### config.mk
export PLATFORM = sky130hd
export DESIGN_NAME = branch_next_pc
export DESIGN_NICKNAME = d
export VERILOG_FILES = /design/src/rtl/branch_pkg.sv /design/src/rtl/brc_cond_eval.sv /design/src/rtl/brc_gate.sv /design/src/rtl/brc_pc_mux.sv /design/src/rtl/branch_next_pc.sv
export SDC_FILE = /design/constraint.sdc
export NUM_CORES = 1
export LEC_CHECK = 0
export BUFFER_PORTS_ARGS = -buffer_cell sky130_fd_sc_hd__buf_2
export CORE_MARGIN = 2
export CORE_UTILIZATION = 23
export DETAILED_ROUTE_END_ITERATION = 10
export PLACE_DENSITY = 0.72
export SYNTH_ARGS = -nofsm -noshare
export SYNTH_HDL_FRONTEND = slang
export SYNTH_SLANG_ARGS = --single-unit
### constraint.sdc
create_clock -name vclk -period 3.9
set_input_delay 0.39 -clock vclk [all_inputs]
set_output_delay 0.39 -clock vclk [all_outputs]
set_load 0.005 [all_outputs]
### src/rtl/branch_pkg.sv
package branch_pkg;

   localparam int unsigned F3_W = 3;

   typedef enum logic [F3_W-1:0] {
      CMP_EQ  = 3'b000,
      CMP_NE  = 3'b001,
      CMP_LT  = 3'b100,
      CMP_GE  = 3'b101
   } cmp_kind_e;

   // Selector implementation variants
   localparam int unsigned MUX_TERNARY = 0;
   localparam int unsigned MUX_ANDOR   = 1;

endpackage

### src/rtl/brc_cond_eval.sv
module brc_cond_eval
   import branch_pkg::*;
(
   input  logic [F3_W-1:0] funct3,
   input  logic            alu_zero,
   input  logic            alu_sign,
   output logic            cond_true
);

   always_comb begin
      case (funct3)
         CMP_EQ:  cond_true = alu_zero;
         CMP_NE:  cond_true = ~alu_zero;
         CMP_LT:  cond_true = alu_sign;
         CMP_GE:  cond_true = ~alu_sign;
         default: cond_true = 1'b0;
      endcase
   end

endmodule

### src/rtl/brc_gate.sv
module brc_gate (
   input  logic br_en,
   input  logic cond_true,
   output logic take
);

   assign take = br_en & cond_true;

endmodule

### src/rtl/brc_pc_mux.sv
module brc_pc_mux
   import branch_pkg::*;
#(
   parameter int unsigned XLEN      = 32,
   parameter int unsigned MUX_STYLE = MUX_ANDOR
) (
   input  logic            take,
   input  logic [XLEN-1:0] seq_pc,
   input  logic [XLEN-1:0] jmp_pc,
   output logic [XLEN-1:0] sel_pc
);

   generate
      if (MUX_STYLE == MUX_TERNARY) begin : g_tern
         assign sel_pc = take ? jmp_pc : seq_pc;
      end else if (MUX_STYLE == MUX_ANDOR) begin : g_andor
         logic [XLEN-1:0] mask;
         assign mask   = {XLEN{take}};
         assign sel_pc = (jmp_pc & mask) | (seq_pc & ~mask);
      end else begin : g_bad
         $error("brc_pc_mux: unsupported MUX_STYLE %0d", MUX_STYLE);
      end
   endgenerate

endmodule

### src/rtl/branch_next_pc.sv
module branch_next_pc
   import branch_pkg::*;
#(
   parameter int unsigned XLEN      = 32,
   parameter int unsigned MUX_STYLE = MUX_ANDOR
) (
   input  logic            br_en,
   input  logic [2:0]      funct3,
   input  logic            alu_zero,
   input  logic            alu_sign,
   input  logic [XLEN-1:0] pc_plus4,
   input  logic [XLEN-1:0] target,
   output logic [XLEN-1:0] next_pc
);

   localparam int unsigned ALIGN_BITS = 2;

   generate
      if (XLEN <= ALIGN_BITS) begin : g_xlen_bad
         $error("branch_next_pc: XLEN %0d too small", XLEN);
      end
   endgenerate

   logic cond_true;
   logic take;

   brc_cond_eval u_cond (
      .funct3    (funct3),
      .alu_zero  (alu_zero),
      .alu_sign  (alu_sign),
      .cond_true (cond_true)
   );

   brc_gate u_gate (
      .br_en     (br_en),
      .cond_true (cond_true),
      .take      (take)
   );

   brc_pc_mux #(
      .XLEN      (XLEN),
      .MUX_STYLE (MUX_STYLE)
   ) u_mux (
      .take   (take),
      .seq_pc (pc_plus4),
      .jmp_pc (target),
      .sel_pc (next_pc)
   );

endmodule

==> impl_results.html, run 1 <==
<table>
<tr><th>Metric</th><th>Value</th></tr>
<tr><th colspan="2">Outcome</th></tr>
<tr><td>Status</td><td>finished, final reports clean</td></tr>
<tr><th colspan="2">Critical path</th></tr>
<tr><td>Worst path max stage delay</td><td>roughly 0.70 ns</td></tr>
<tr><td>Cell-by-cell trace of the critical path</td><td>buf_2 &gt; or3b_1 &gt; mux2i_4 &gt; buf_12 &gt; mux2_1 &gt; buf_2</td></tr>
<tr><td>Critical Path Source Type</td><td>primary input</td></tr>
<tr><td>Crit-path slowest cell</td><td>mux2i_4</td></tr>
<tr><td>Required @ worst endpoint</td><td>3.51 ns</td></tr>
<tr><td>Data arrival at the endpoint of the critical path</td><td>between 2 and 2.5 ns</td></tr>
<tr><td>Top Family by Delay on Critical Path</td><td>multiplexers</td></tr>
<tr><td>Worst Setup Path Type</td><td>primary input to output port</td></tr>
<tr><td>Worst Path Max Fanout</td><td>17</td></tr>
<tr><td>Sort of element at the end of the critical path</td><td>output port</td></tr>
<tr><td>Buffers &amp; Inverters on Critical Path</td><td>3</td></tr>
<tr><td>Cell repeated most along the worst path</td><td>buf_2</td></tr>
<tr><th colspan="2">Finish</th></tr>
<tr><td>Fill cell count</td><td>230</td></tr>
<tr><td>Final cell count without fillers</td><td>167</td></tr>
<tr><td>Final standard cell area without fillers</td><td>about 1100 sq um</td></tr>
<tr><td>Area Growth Syn to Fin</td><td>95.1%</td></tr>
<tr><td>ANT cells</td><td>0</td></tr>
<tr><td>Count of sequential standard cells</td><td>0</td></tr>
<tr><td>Most frequent standard cell in the layout excluding fill and tap cells</td><td>buf_2</td></tr>
<tr><td>Net count, final</td><td>~210</td></tr>
<tr><td>Clock buffer count</td><td>0</td></tr>
<tr><td>Commonest non-fill, non-tap cells in the layout</td><td>buf_2 (102), mux2_4 (30), mux2_1 (2)</td></tr>
<tr><td>Layout cell share with drive strength beyond 1</td><td>between 90% and 100%</td></tr>
<tr><td>Storage element area</td><td>0 sq um</td></tr>
<tr><th colspan="2">Placement</th></tr>
<tr><td>Final Wtd Congestion</td><td>between 0.6 and 0.7</td></tr>
<tr><td>Number of buffers inserted by port buffering</td><td>102</td></tr>
<tr><td>Total placed instance area</td><td>roughly 1100 sq um</td></tr>
<tr><td>HPWL Detailed</td><td>approximately 1.8 mm</td></tr>
<tr><td>Number of instances in the placed design</td><td>around 170</td></tr>
<tr><td>Minimum setup slack after placement</td><td>~1.2 ns</td></tr>
<tr><th colspan="2">Floorplan</th></tr>
<tr><td>Die footprint</td><td>2840 sq um</td></tr>
<tr><td>Standard-cell row count</td><td>17</td></tr>
<tr><td>Initial Util</td><td>about a quarter</td></tr>
<tr><td>Die Y-Extent</td><td>between 50 and 60 um</td></tr>
<tr><td>Number of placed I/O pins</td><td>roughly 100</td></tr>
<tr><td>Core box area</td><td>between 2000 and 2500 sq um</td></tr>
<tr><td>Overall die width</td><td>between 50 and 60 um</td></tr>
<tr><th colspan="2">Logic synthesis</th></tr>
<tr><td>Number of distinct library cells after synthesis</td><td>7</td></tr>
<tr><td>Post-synthesis cell area</td><td>approximately 560 sq um</td></tr>
<tr><td>Synthesized netlist cell count</td><td>39</td></tr>
<tr><td>Number of warnings printed during yosys synthesis</td><td>0</td></tr>
<tr><td>Average size of a mapped cell</td><td>approximately 14 sq um</td></tr>
<tr><td>Sequential fraction of the synthesis area</td><td>0%</td></tr>
<tr><td>Net count after synthesis</td><td>around 110</td></tr>
<tr><th colspan="2">Timing</th></tr>
<tr><td>Final WS setup</td><td>roughly 1.2 ns</td></tr>
<tr><td>Final period utilization</td><td>~69%</td></tr>
<tr><td>Final hold vios</td><td>0</td></tr>
<tr><td>Total of endpoints with negative setup slack in the final report</td><td>0</td></tr>
<tr><td>Worst max-slew margin expressed relative to the limit</td><td>between 40% and 50%</td></tr>
<tr><td>Setup TNS Final</td><td>0 ns</td></tr>
<tr><td>Highest clock frequency the design can meet</td><td>approximately 370 MHz</td></tr>
<tr><td>Worst hold slack after final layout</td><td>1.06 ns</td></tr>
<tr><td>Worst slew pin tran</td><td>between 0.8 and 0.9 ns</td></tr>
<tr><td>Slew Limit Fails</td><td>0</td></tr>
<tr><td>RSZ-0062 raised after global routing</td><td>no</td></tr>
<tr><td>Minimum period implied by the final worst setup slack</td><td>between 2 and 3 ns</td></tr>
<tr><th colspan="2">Route</th></tr>
<tr><td>Remaining antenna violation count after routing</td><td>0</td></tr>
<tr><td>Starting DRC count in detailed routing</td><td>3</td></tr>
<tr><td>Via count</td><td>717</td></tr>
<tr><td>Detailed-route DRC error count</td><td>0</td></tr>
<tr><td>Via-per-instance ratio</td><td>~4.3</td></tr>
<tr><td>Wire length after detailed routing</td><td>about 1.9 mm</td></tr>
<tr><td>Total iterations of the first detailed-routing run</td><td>2</td></tr>
<tr><td>Average wire length per cell after detail routing</td><td>11.2 um</td></tr>
<tr><th colspan="2">Pwr</th></tr>
<tr><td>Lkg Pwr</td><td>~0.65 nW</td></tr>
<tr><td>Power per unit of standard cell area</td><td>~110 nW/um^2</td></tr>
<tr><td>Max rail drop VDD</td><td>between 0.05 and 0.06 mV</td></tr>
<tr><th colspan="2">Clocking</th></tr>
<tr><td>Count of instances resized after the clock tree is built</td><td>0</td></tr>
<tr><td>Number of buffers inserted by hold repair at cts</td><td>0</td></tr>
<tr><td>Number of buffers inserted to repair setup after CTS</td><td>0</td></tr>
<tr><th colspan="2">Global routing</th></tr>
<tr><td>Global router's overall resource usage</td><td>a little over a tenth</td></tr>
<tr><td>Number of global-route vias before repair</td><td>around 650</td></tr>
<tr><td>Initial antenna violation count</td><td>0</td></tr>
<tr><td>Pin count of the biggest net entering global routing</td><td>18</td></tr>
<tr><td>Global-route congestion overflow total</td><td>0</td></tr>
<tr><td>First-pass GRT wire length</td><td>2.44 mm</td></tr>
<tr><th colspan="2">Run</th></tr>
<tr><td>Reported max-cap violation count</td><td>0</td></tr>
<tr><th colspan="2">Min path</th></tr>
<tr><td>Worst hold-check path type</td><td>primary input to output port</td></tr>
</table>
-- layer usage --
metal  up-vias  wire [um]  track usage (%)
met5         -          0                0
met3         0        238            0.847
met4         0          0                0
met2        57       1070             25.1
li1        350          -                -
met1       310        571             10.5
-- synth_stat cells, drive strengths merged --
cell	instances	area share, %
nand3b	1	1.3
buf	3	6.0
mux2i	2	6.5
or3b	1	1.6
mux2	32	85
-- final cells by class --
cell class,count,area [sq um],area share [%]
multi-input combinational,36,526,48.2
timing repair buffer,103,531,48.6
tap,28,35.0,3.21
-- path summary, 6_finish.rpt --
path	to	slack, ns	depth (start not counted)	start
max	next_pc[0]	1.21	6	funct3[1]
min	next_pc[0]	1.06	3	pc_plus4[0]
-- cell families (layout without fill, tap and decap cells) --
family / count (synthesis) / after routing / share of synthesized area, %
muxes: 34 / 34 / 91.0
buffers and inverters: 3 / 103 / 6.04
and+or+nand+nor: 2 / 2 / 2.91
-- power breakdown --
group          internal (W)  switching (W)
Clock                     0              0
Combinational     0.0000847      0.0000391
Sequential                0              0
Total             0.0000847      0.0000391
-- metrics by stage --
| stage | power, W | util (%) |
|---|---|---|
| finish | 0.000124 | 48.4 |
| global route | 0.000134 | 48.4 |
| CTS | 0.000126 | 48.4 |
| detailed placement | 0.000126 | 48.4 |
| global placement | 0.000123 | 48.4 |
| floorplan | 0.0000644 | - |
(Power assumes the default switching activity.)
==> inputs of run 2 (changes only) <==
--- a/config.mk
+++ b/config.mk
@@ -5,11 +5,12 @@
 export SDC_FILE = /design/constraint.sdc
 export NUM_CORES = 1
 export LEC_CHECK = 0
+export ABC_AREA = 1
 export BUFFER_PORTS_ARGS = -buffer_cell sky130_fd_sc_hd__buf_2
 export CORE_MARGIN = 2
 export CORE_UTILIZATION = 23
 export DETAILED_ROUTE_END_ITERATION = 10
-export PLACE_DENSITY = 0.72
+export PLACE_DENSITY = 0.73
 export SYNTH_ARGS = -nofsm -noshare
 export SYNTH_HDL_FRONTEND = slang
 export SYNTH_SLANG_ARGS = --single-unit
==> constraint.sdc (replaced) <==
create_clock -name vclk -period 2.41
set_input_delay 0.241 -clock vclk [all_inputs]
set_output_delay 0.241 -clock vclk [all_outputs]
set_load 0.005 [all_outputs]
==> run 2 against run 1 <==
Compared with the run above: worst setup slack got worse by 0.47 ns; sequential cell count did not move; die area rose by 4.1%; critical endpoint is now next_pc[22].
==> impl_results.html, run 2 <==
<table>
<tr><th>Metric</th><th>Value</th></tr>
<tr><th colspan="2">Floorplan</th></tr>
<tr><td>Number of placed I/O pins</td><td>between 100 and 150</td></tr>
<tr><td>Core box area</td><td>about 2400 sq um</td></tr>
<tr><td>Standard-cell row count</td><td>18</td></tr>
<tr><td>Overall die width</td><td>between 50 and 60 um</td></tr>
<tr><td>Initial Util</td><td>about a quarter</td></tr>
<tr><td>Die Y-Extent</td><td>approximately 54 um</td></tr>
<tr><td>Die footprint</td><td>~3000 sq um</td></tr>
<tr><th colspan="2">Timing</th></tr>
<tr><td>Worst slew pin tran</td><td>approximately 0.48 ns</td></tr>
<tr><td>RSZ-0062 raised after global routing</td><td>no</td></tr>
<tr><td>Final hold vios</td><td>0</td></tr>
<tr><td>Worst max-slew margin expressed relative to the limit</td><td>roughly 68%</td></tr>
<tr><td>Slew Limit Fails</td><td>0</td></tr>
<tr><td>Final period utilization</td><td>a little over two thirds</td></tr>
<tr><td>Minimum period implied by the final worst setup slack</td><td>about 1.7 ns</td></tr>
<tr><td>Total of endpoints with negative setup slack in the final report</td><td>0</td></tr>
<tr><td>Highest clock frequency the design can meet</td><td>~600 MHz</td></tr>
<tr><td>Setup TNS Final</td><td>0 ns</td></tr>
<tr><th colspan="2">Placement</th></tr>
<tr><td>HPWL Detailed</td><td>1.80 mm</td></tr>
<tr><td>Number of buffers inserted by port buffering</td><td>102</td></tr>
<tr><td>Final Wtd Congestion</td><td>about 0.63</td></tr>
<tr><td>Total placed instance area</td><td>approximately 1100 sq um</td></tr>
<tr><th colspan="2">Route</th></tr>
<tr><td>Wire length after detailed routing</td><td>~2.3 mm</td></tr>
<tr><td>Total iterations of the first detailed-routing run</td><td>4</td></tr>
<tr><td>Starting DRC count in detailed routing</td><td>13</td></tr>
<tr><td>Via-per-instance ratio</td><td>between 4 and 5</td></tr>
<tr><td>Via count</td><td>1087</td></tr>
<tr><td>Detailed-route DRC error count</td><td>0</td></tr>
<tr><td>Average wire length per cell after detail routing</td><td>9.37 um</td></tr>
<tr><td>Remaining antenna violation count after routing</td><td>0</td></tr>
<tr><th colspan="2">Logic synthesis</th></tr>
<tr><td>Most frequently used cell type in the post-synthesis netlist</td><td>nand2_1</td></tr>
<tr><td>Number of warnings printed during yosys synthesis</td><td>0</td></tr>
<tr><td>Average size of a mapped cell</td><td>between 4 and 5 sq um</td></tr>
<tr><td>Number of distinct library cells after synthesis</td><td>9</td></tr>
<tr><td>Synthesized netlist cell count</td><td>118</td></tr>
<tr><td>Leading post-synthesis cells by cell area</td><td>nand2_1 (42%), nand4_1 (34%), buf_2 (7.7%)</td></tr>
<tr><td>Net count after synthesis</td><td>~190</td></tr>
<tr><td>Post-synthesis cell area</td><td>roughly 600 sq um</td></tr>
<tr><td>Leading area contributor after synthesis</td><td>nand2_1</td></tr>
<tr><td>Yosys top cell area share</td><td>42.4%</td></tr>
<tr><td>Sequential fraction of the synthesis area</td><td>0%</td></tr>
<tr><td>Top cells by count, synth</td><td>nand2_1 (66), nand4_1 (32), buf_2 (9)</td></tr>
<tr><th colspan="2">Pwr</th></tr>
<tr><td>Lkg Pwr</td><td>between 0.7 and 0.8 nW</td></tr>
<tr><td>Power per unit of standard cell area</td><td>~180 nW/um^2</td></tr>
<tr><td>Max rail drop VDD</td><td>~0.11 mV</td></tr>
<tr><th colspan="2">Min path</th></tr>
<tr><td>Worst hold-check path type</td><td>primary input to output port</td></tr>
<tr><th colspan="2">Critical path</th></tr>
<tr><td>Required @ worst endpoint</td><td>roughly 2.2 ns</td></tr>
<tr><td>Worst Path Max Fanout</td><td>32</td></tr>
<tr><td>Buffers &amp; Inverters on Critical Path</td><td>2</td></tr>
<tr><td>Worst Setup Path Type</td><td>primary input to output port</td></tr>
<tr><td>Data arrival at the endpoint of the critical path</td><td>roughly 1.4 ns</td></tr>
<tr><td>Critical Path Source Type</td><td>primary input</td></tr>
<tr><td>Top Family by Delay on Critical Path</td><td>simple AND/OR/NAND/NOR gates</td></tr>
<tr><td>Worst path max stage delay</td><td>about 0.40 ns</td></tr>
<tr><td>Crit-path slowest cell</td><td>nor2_2</td></tr>
<tr><td>Cell-by-cell trace of the critical path</td><td>buf_2 &gt; nor2_2 &gt; nand3_4 &gt; nand2_1 &gt; nand2_1 &gt; buf_2</td></tr>
<tr><td>Sort of element at the end of the critical path</td><td>output port</td></tr>
<tr><th colspan="2">Global routing</th></tr>
<tr><td>First-pass GRT wire length</td><td>roughly 3.1 mm</td></tr>
<tr><td>Global-route congestion overflow total</td><td>0</td></tr>
<tr><td>Pin count of the biggest net entering global routing</td><td>33</td></tr>
<tr><td>Initial antenna violation count</td><td>0</td></tr>
<tr><td>Number of global-route vias before repair</td><td>813</td></tr>
<tr><td>Global router's overall resource usage</td><td>13.3%</td></tr>
<tr><th colspan="2">Run</th></tr>
<tr><td>Reported max-cap violation count</td><td>0</td></tr>
<tr><th colspan="2">Finish</th></tr>
<tr><td>Clock buffer count</td><td>0</td></tr>
<tr><td>Commonest non-fill, non-tap cells in the layout</td><td>buf_2 (102), nand2_1 (66), nand4_1 (32), inv_1 (3), buf_4 (3)</td></tr>
<tr><td>Area Growth Syn to Fin</td><td>84.2%</td></tr>
<tr><td>Storage element area</td><td>0 sq um</td></tr>
<tr><td>Net count, final</td><td>283</td></tr>
<tr><td>Layout cell share with drive strength beyond 1</td><td>52.1%</td></tr>
<tr><td>ANT cells</td><td>0</td></tr>
<tr><td>Most frequent standard cell in the layout excluding fill and tap cells</td><td>buf_2</td></tr>
<tr><td>Final standard cell area without fillers</td><td>1080 sq um</td></tr>
<tr><td>Count of sequential standard cells</td><td>0</td></tr>
<tr><th colspan="2">Outcome</th></tr>
<tr><td>Status</td><td>finished, final reports clean</td></tr>
<tr><th colspan="2">Clocking</th></tr>
<tr><td>Number of buffers inserted to repair setup after CTS</td><td>0</td></tr>
<tr><td>Number of buffers inserted by hold repair at cts</td><td>0</td></tr>
<tr><td>Count of instances resized after the clock tree is built</td><td>0</td></tr>
</table>
-- run 2: cell types whose count changed after synthesis, sizes merged, moves of 2 or more --
| cell | delta |
|---|---|
| buf | +9 |
| mux2i | -2 |
| nand2 | +68 |
| mux2 | -32 |
| nand4 | +32 |
| inv | +3 |
| nand3 | +2 |
-- run 2: final cells by class --
class | count | area, sq um
fill | 298 | 1360
timing repair buffer | 105 | 533
multi-input combinational | 103 | 494
tap | 30 | 37.5
inverter | 3 | 11.3
-- run 2: path summary, 6_finish.rpt --
| path | to | slack (ns) | start | cells after the start |
|---|---|---|---|---|
| worst max-delay path | next_pc[22] | 0.74 | funct3[1] | 6 |
| worst min-delay path | next_pc[29] | 0.74 | pc_plus4[29] | 4 |
-- run 2: metrics by stage --
step                hold WS (ns)  total power, W  cells  util (%)  setup WS, ns
floorplan                  0.573       0.0000968    118         -          1.31
global placement           0.735        0.000193    241      44.2         0.749
detailed placement         0.736        0.000195    241      44.2         0.709
CTS                        0.737        0.000196    241      44.2         0.707
global route               0.752        0.000225    241      44.2         0.510
finish                     0.735        0.000193    241      44.2         0.735
-- run 2: kinds of logic (layout without fill, tap and decap cells) --
group	Yosys count	after routing	synth area share (%)
AND/OR/NAND/NOR	103	103	84.6
buffers and inverters	15	108	15.4
-- run 2: power breakdown --
| group | switching [W] | internal [W] |
|---|---|---|
| registers | 0 | 0 |
| clock network | 0 | 0 |
| logic | 0.0000951 | 0.0000982 |
| total | 0.0000951 | 0.0000982 |
-- run 2: routing by layer --
layer | wire length (um) | GRT usage [%]
met5 | 0 | 0
met4 | 0 | 1.67
met3 | 221 | 0.273
met2 | 1120 | 27.7
met1 | 912 | 14.9
==> inputs of run 3 (changes only) <==
--- a/config.mk
+++ b/config.mk
@@ -5,12 +5,12 @@
 export SDC_FILE = /design/constraint.sdc
 export NUM_CORES = 1
 export LEC_CHECK = 0
-export ABC_AREA = 1
+export ABC_AREA = 0
 export BUFFER_PORTS_ARGS = -buffer_cell sky130_fd_sc_hd__buf_2
 export CORE_MARGIN = 2
 export CORE_UTILIZATION = 23
 export DETAILED_ROUTE_END_ITERATION = 10
-export PLACE_DENSITY = 0.73
+export PLACE_DENSITY = 0.75
 export SYNTH_ARGS = -nofsm -noshare
 export SYNTH_HDL_FRONTEND = slang
 export SYNTH_SLANG_ARGS = --single-unit
==> constraint.sdc (replaced) <==
create_clock -name vclk -period 1.4
set_input_delay 0.14 -clock vclk [all_inputs]
set_output_delay 0.14 -clock vclk [all_outputs]
set_load 0.005 [all_outputs]
==> run 3 against run 2 <==
Compared with the run above: the run now ends with setup timing left; sequential cell count stayed put; power grew to 2.5 times the previous value; global-route usage is 0.32 points lower; via count is 31% lower; sequential share of layout area stayed put; worst setup slack worse by 1.0 ns; combinational power grew to 2.5 times the previous value; critical path type unchanged.
==> impl_results.html, run 3 (synthesized netlist as in run 1, its figures left out) <==
<table>
<tr><th>Metric</th><th>Value</th></tr>
<tr><th colspan="2">Critical path</th></tr>
<tr><td>Critical Path Source Type</td><td>primary input</td></tr>
<tr><td>Cell repeated most along the worst path</td><td>buf_6</td></tr>
<tr><td>Worst Setup Path Type</td><td>primary input to output port</td></tr>
<tr><td>Worst path max stage delay</td><td>approximately 0.39 ns</td></tr>
<tr><td>Source of the critical timing path</td><td>funct3[1]</td></tr>
<tr><td>Data arrival at the endpoint of the critical path</td><td>roughly 1.5 ns</td></tr>
<tr><td>Cell-by-cell trace of the critical path</td><td>buf_6 &gt; or3b_4 &gt; mux2i_4 &gt; buf_12 &gt; clkbuf_16 &gt; mux2_4 &gt; buf_6</td></tr>
<tr><td>Worst Path Max Fanout</td><td>8</td></tr>
<tr><td>Crit-path slowest cell</td><td>or3b_4</td></tr>
<tr><td>Sort of element at the end of the critical path</td><td>output port</td></tr>
<tr><td>Required @ worst endpoint</td><td>1.26 ns</td></tr>
<tr><th colspan="2">Timing</th></tr>
<tr><td>Final hold vios</td><td>0</td></tr>
<tr><td>RSZ-0062 raised after global routing</td><td>yes</td></tr>
<tr><td>Slew Limit Fails</td><td>0</td></tr>
<tr><td>Highest clock frequency the design can meet</td><td>approximately 600 MHz</td></tr>
<tr><td>Final period utilization</td><td>119%</td></tr>
<tr><td>Total of endpoints with negative setup slack in the final report</td><td>32</td></tr>
<tr><td>Worst max-slew margin expressed relative to the limit</td><td>a little under 90%</td></tr>
<tr><td>Minimum period implied by the final worst setup slack</td><td>1.66 ns</td></tr>
<tr><td>Final WS setup</td><td>-0.260 ns</td></tr>
<tr><td>Setup TNS Final</td><td>-7.83 ns</td></tr>
<tr><td>Worst hold slack after final layout</td><td>0.566 ns</td></tr>
<tr><td>Worst slew pin tran</td><td>0.178 ns</td></tr>
<tr><th colspan="2">Route</th></tr>
<tr><td>Via-per-instance ratio</td><td>~4.4</td></tr>
<tr><td>Detailed-route DRC error count</td><td>0</td></tr>
<tr><td>Via count</td><td>approximately 750</td></tr>
<tr><td>Starting DRC count in detailed routing</td><td>1</td></tr>
<tr><td>Total iterations of the first detailed-routing run</td><td>2</td></tr>
<tr><td>Wire length after detailed routing</td><td>around 2.3 mm</td></tr>
<tr><td>Average wire length per cell after detail routing</td><td>13.4 um</td></tr>
<tr><td>Remaining antenna violation count after routing</td><td>0</td></tr>
<tr><th colspan="2">Floorplan</th></tr>
<tr><td>Initial Util</td><td>approximately 25%</td></tr>
<tr><td>Die footprint</td><td>roughly 2800 sq um</td></tr>
<tr><td>Number of placed I/O pins</td><td>about 100</td></tr>
<tr><td>Core box area</td><td>roughly 2300 sq um</td></tr>
<tr><td>Standard-cell row count</td><td>17</td></tr>
<tr><td>Overall die width</td><td>~53 um</td></tr>
<tr><td>Die Y-Extent</td><td>53.3 um</td></tr>
<tr><th colspan="2">Finish</th></tr>
<tr><td>Net count, final</td><td>~220</td></tr>
<tr><td>Area Growth Syn to Fin</td><td>149%</td></tr>
<tr><td>Count of sequential standard cells</td><td>0</td></tr>
<tr><td>ANT cells</td><td>0</td></tr>
<tr><td>Final cell count without fillers</td><td>171</td></tr>
<tr><td>Commonest non-fill, non-tap cells in the layout</td><td>buf_2 (71), mux2_4 (32), buf_6 (31), buf_12 (3)</td></tr>
<tr><td>Layout cell share with drive strength beyond 1</td><td>approximately 99%</td></tr>
<tr><td>Clock buffer count</td><td>0</td></tr>
<tr><td>Most frequent standard cell in the layout excluding fill and tap cells</td><td>buf_2</td></tr>
<tr><td>Core occupancy in the finished layout</td><td>a little over 60%</td></tr>
<tr><td>Storage element area</td><td>0 sq um</td></tr>
<tr><th colspan="2">Pwr</th></tr>
<tr><td>Lkg Pwr</td><td>~0.76 nW</td></tr>
<tr><td>Power per unit of standard cell area</td><td>approximately 350 nW/um^2</td></tr>
<tr><td>Max rail drop VDD</td><td>roughly 0.20 mV</td></tr>
<tr><th colspan="2">Placement</th></tr>
<tr><td>Minimum setup slack after placement</td><td>-0.273 ns</td></tr>
<tr><td>Number of buffers inserted by port buffering</td><td>between 100 and 150</td></tr>
<tr><td>Number of instances in the placed design</td><td>roughly 170</td></tr>
<tr><td>Final Wtd Congestion</td><td>0.656</td></tr>
<tr><th colspan="2">Outcome</th></tr>
<tr><td>Violated checks</td><td>setup timing</td></tr>
<tr><td>Status</td><td>finished, violations left</td></tr>
<tr><th colspan="2">Global routing</th></tr>
<tr><td>First-pass GRT wire length</td><td>around 2.8 mm</td></tr>
<tr><td>Global router's overall resource usage</td><td>around an eighth</td></tr>
<tr><td>Pin count of the biggest net entering global routing</td><td>18</td></tr>
<tr><td>Initial antenna violation count</td><td>0</td></tr>
<tr><td>Global-route congestion overflow total</td><td>0</td></tr>
<tr><td>Number of global-route vias before repair</td><td>a little under 700</td></tr>
<tr><th colspan="2">Min path</th></tr>
<tr><td>WHS Endpoint</td><td>next_pc[6]</td></tr>
<tr><td>Startpoint of the most critical hold path</td><td>target[6]</td></tr>
<tr><td>Worst hold-check path type</td><td>primary input to output port</td></tr>
<tr><td>Hold Path Cell Cnt</td><td>3</td></tr>
<tr><th colspan="2">Run</th></tr>
<tr><td>Reported max-cap violation count</td><td>0</td></tr>
</table>
run 3: cell count changes in the layout (fill, tap and decap cells not counted), moves of 3 or more:
cell / change
nand2_1: -66
inv_1: -3
buf_2: -31
buf_6: +31
buf_12: +3
buf_4: -3
nand4_1: -32
mux2_4: +32
run 3: final cells by class:
class,instances,area (sq um)
tap,28,35.0
timing repair buffer,107,815
fill,207,861
multi-input combinational,36,544
run 3: worst max-delay path, delay by kind of cell:
| family | cells | cell delay, ns |
|---|---|---|
| multiplexers | 2 | 0.47 |
| AND/OR/NAND/NOR | 1 | 0.39 |
| buffers and inverters | 4 | 0.52 |
run 3: worst max path at each step:
stage / endpoint / slack (ns) / depth (start not counted)
final: next_pc[9] / -0.26 / 7
after global routing: next_pc[18] / -0.29 / 7
after CTS: next_pc[31] / -0.26 / 6
after detailed placement: next_pc[31] / -0.27 / 6
after global placement: next_pc[0] / -0.24 / 6
after floorplan: next_pc[10] / -0.008 / 4
run 3: timing repair:
action / in CTS / in global routing
pin swaps: 0 / 0
buffers inserted: 0 / 1
hold buffers: 0 / 0
cloned: 0 / 2
resized for setup: 25 / 9
endpoints found under the setup margin: 32 / 32
run 3: metal layers:
layer  wire (um)  up-vias  share of wire (%)  GRT usage [%]
met5           0        -                  0              0
met3         143        0                6.3              0
met2        1450       38                 63           30.0
met1         697      350                 30           12.7
met4           0        0                  0              0
li1            -      358                  -              -
run 3: stage by stage:
stage	instance area (sq um)	power (W)
6_report	1390	0.000485
5_1_grt	1390	0.000517
4_1_cts	1270	0.000434
3_5_place_dp	1110	0.000357
3_3_place_gp	1110	0.000348
2_1_floorplan	562	0.000181
run 3: report_power, final:
part	leakage (nW)	total [W]	switching, W	internal, W
Sequential	0	0	0	0
Clock	0	0	0	0
Combinational	0.758	0.000485	0.000139	0.000346
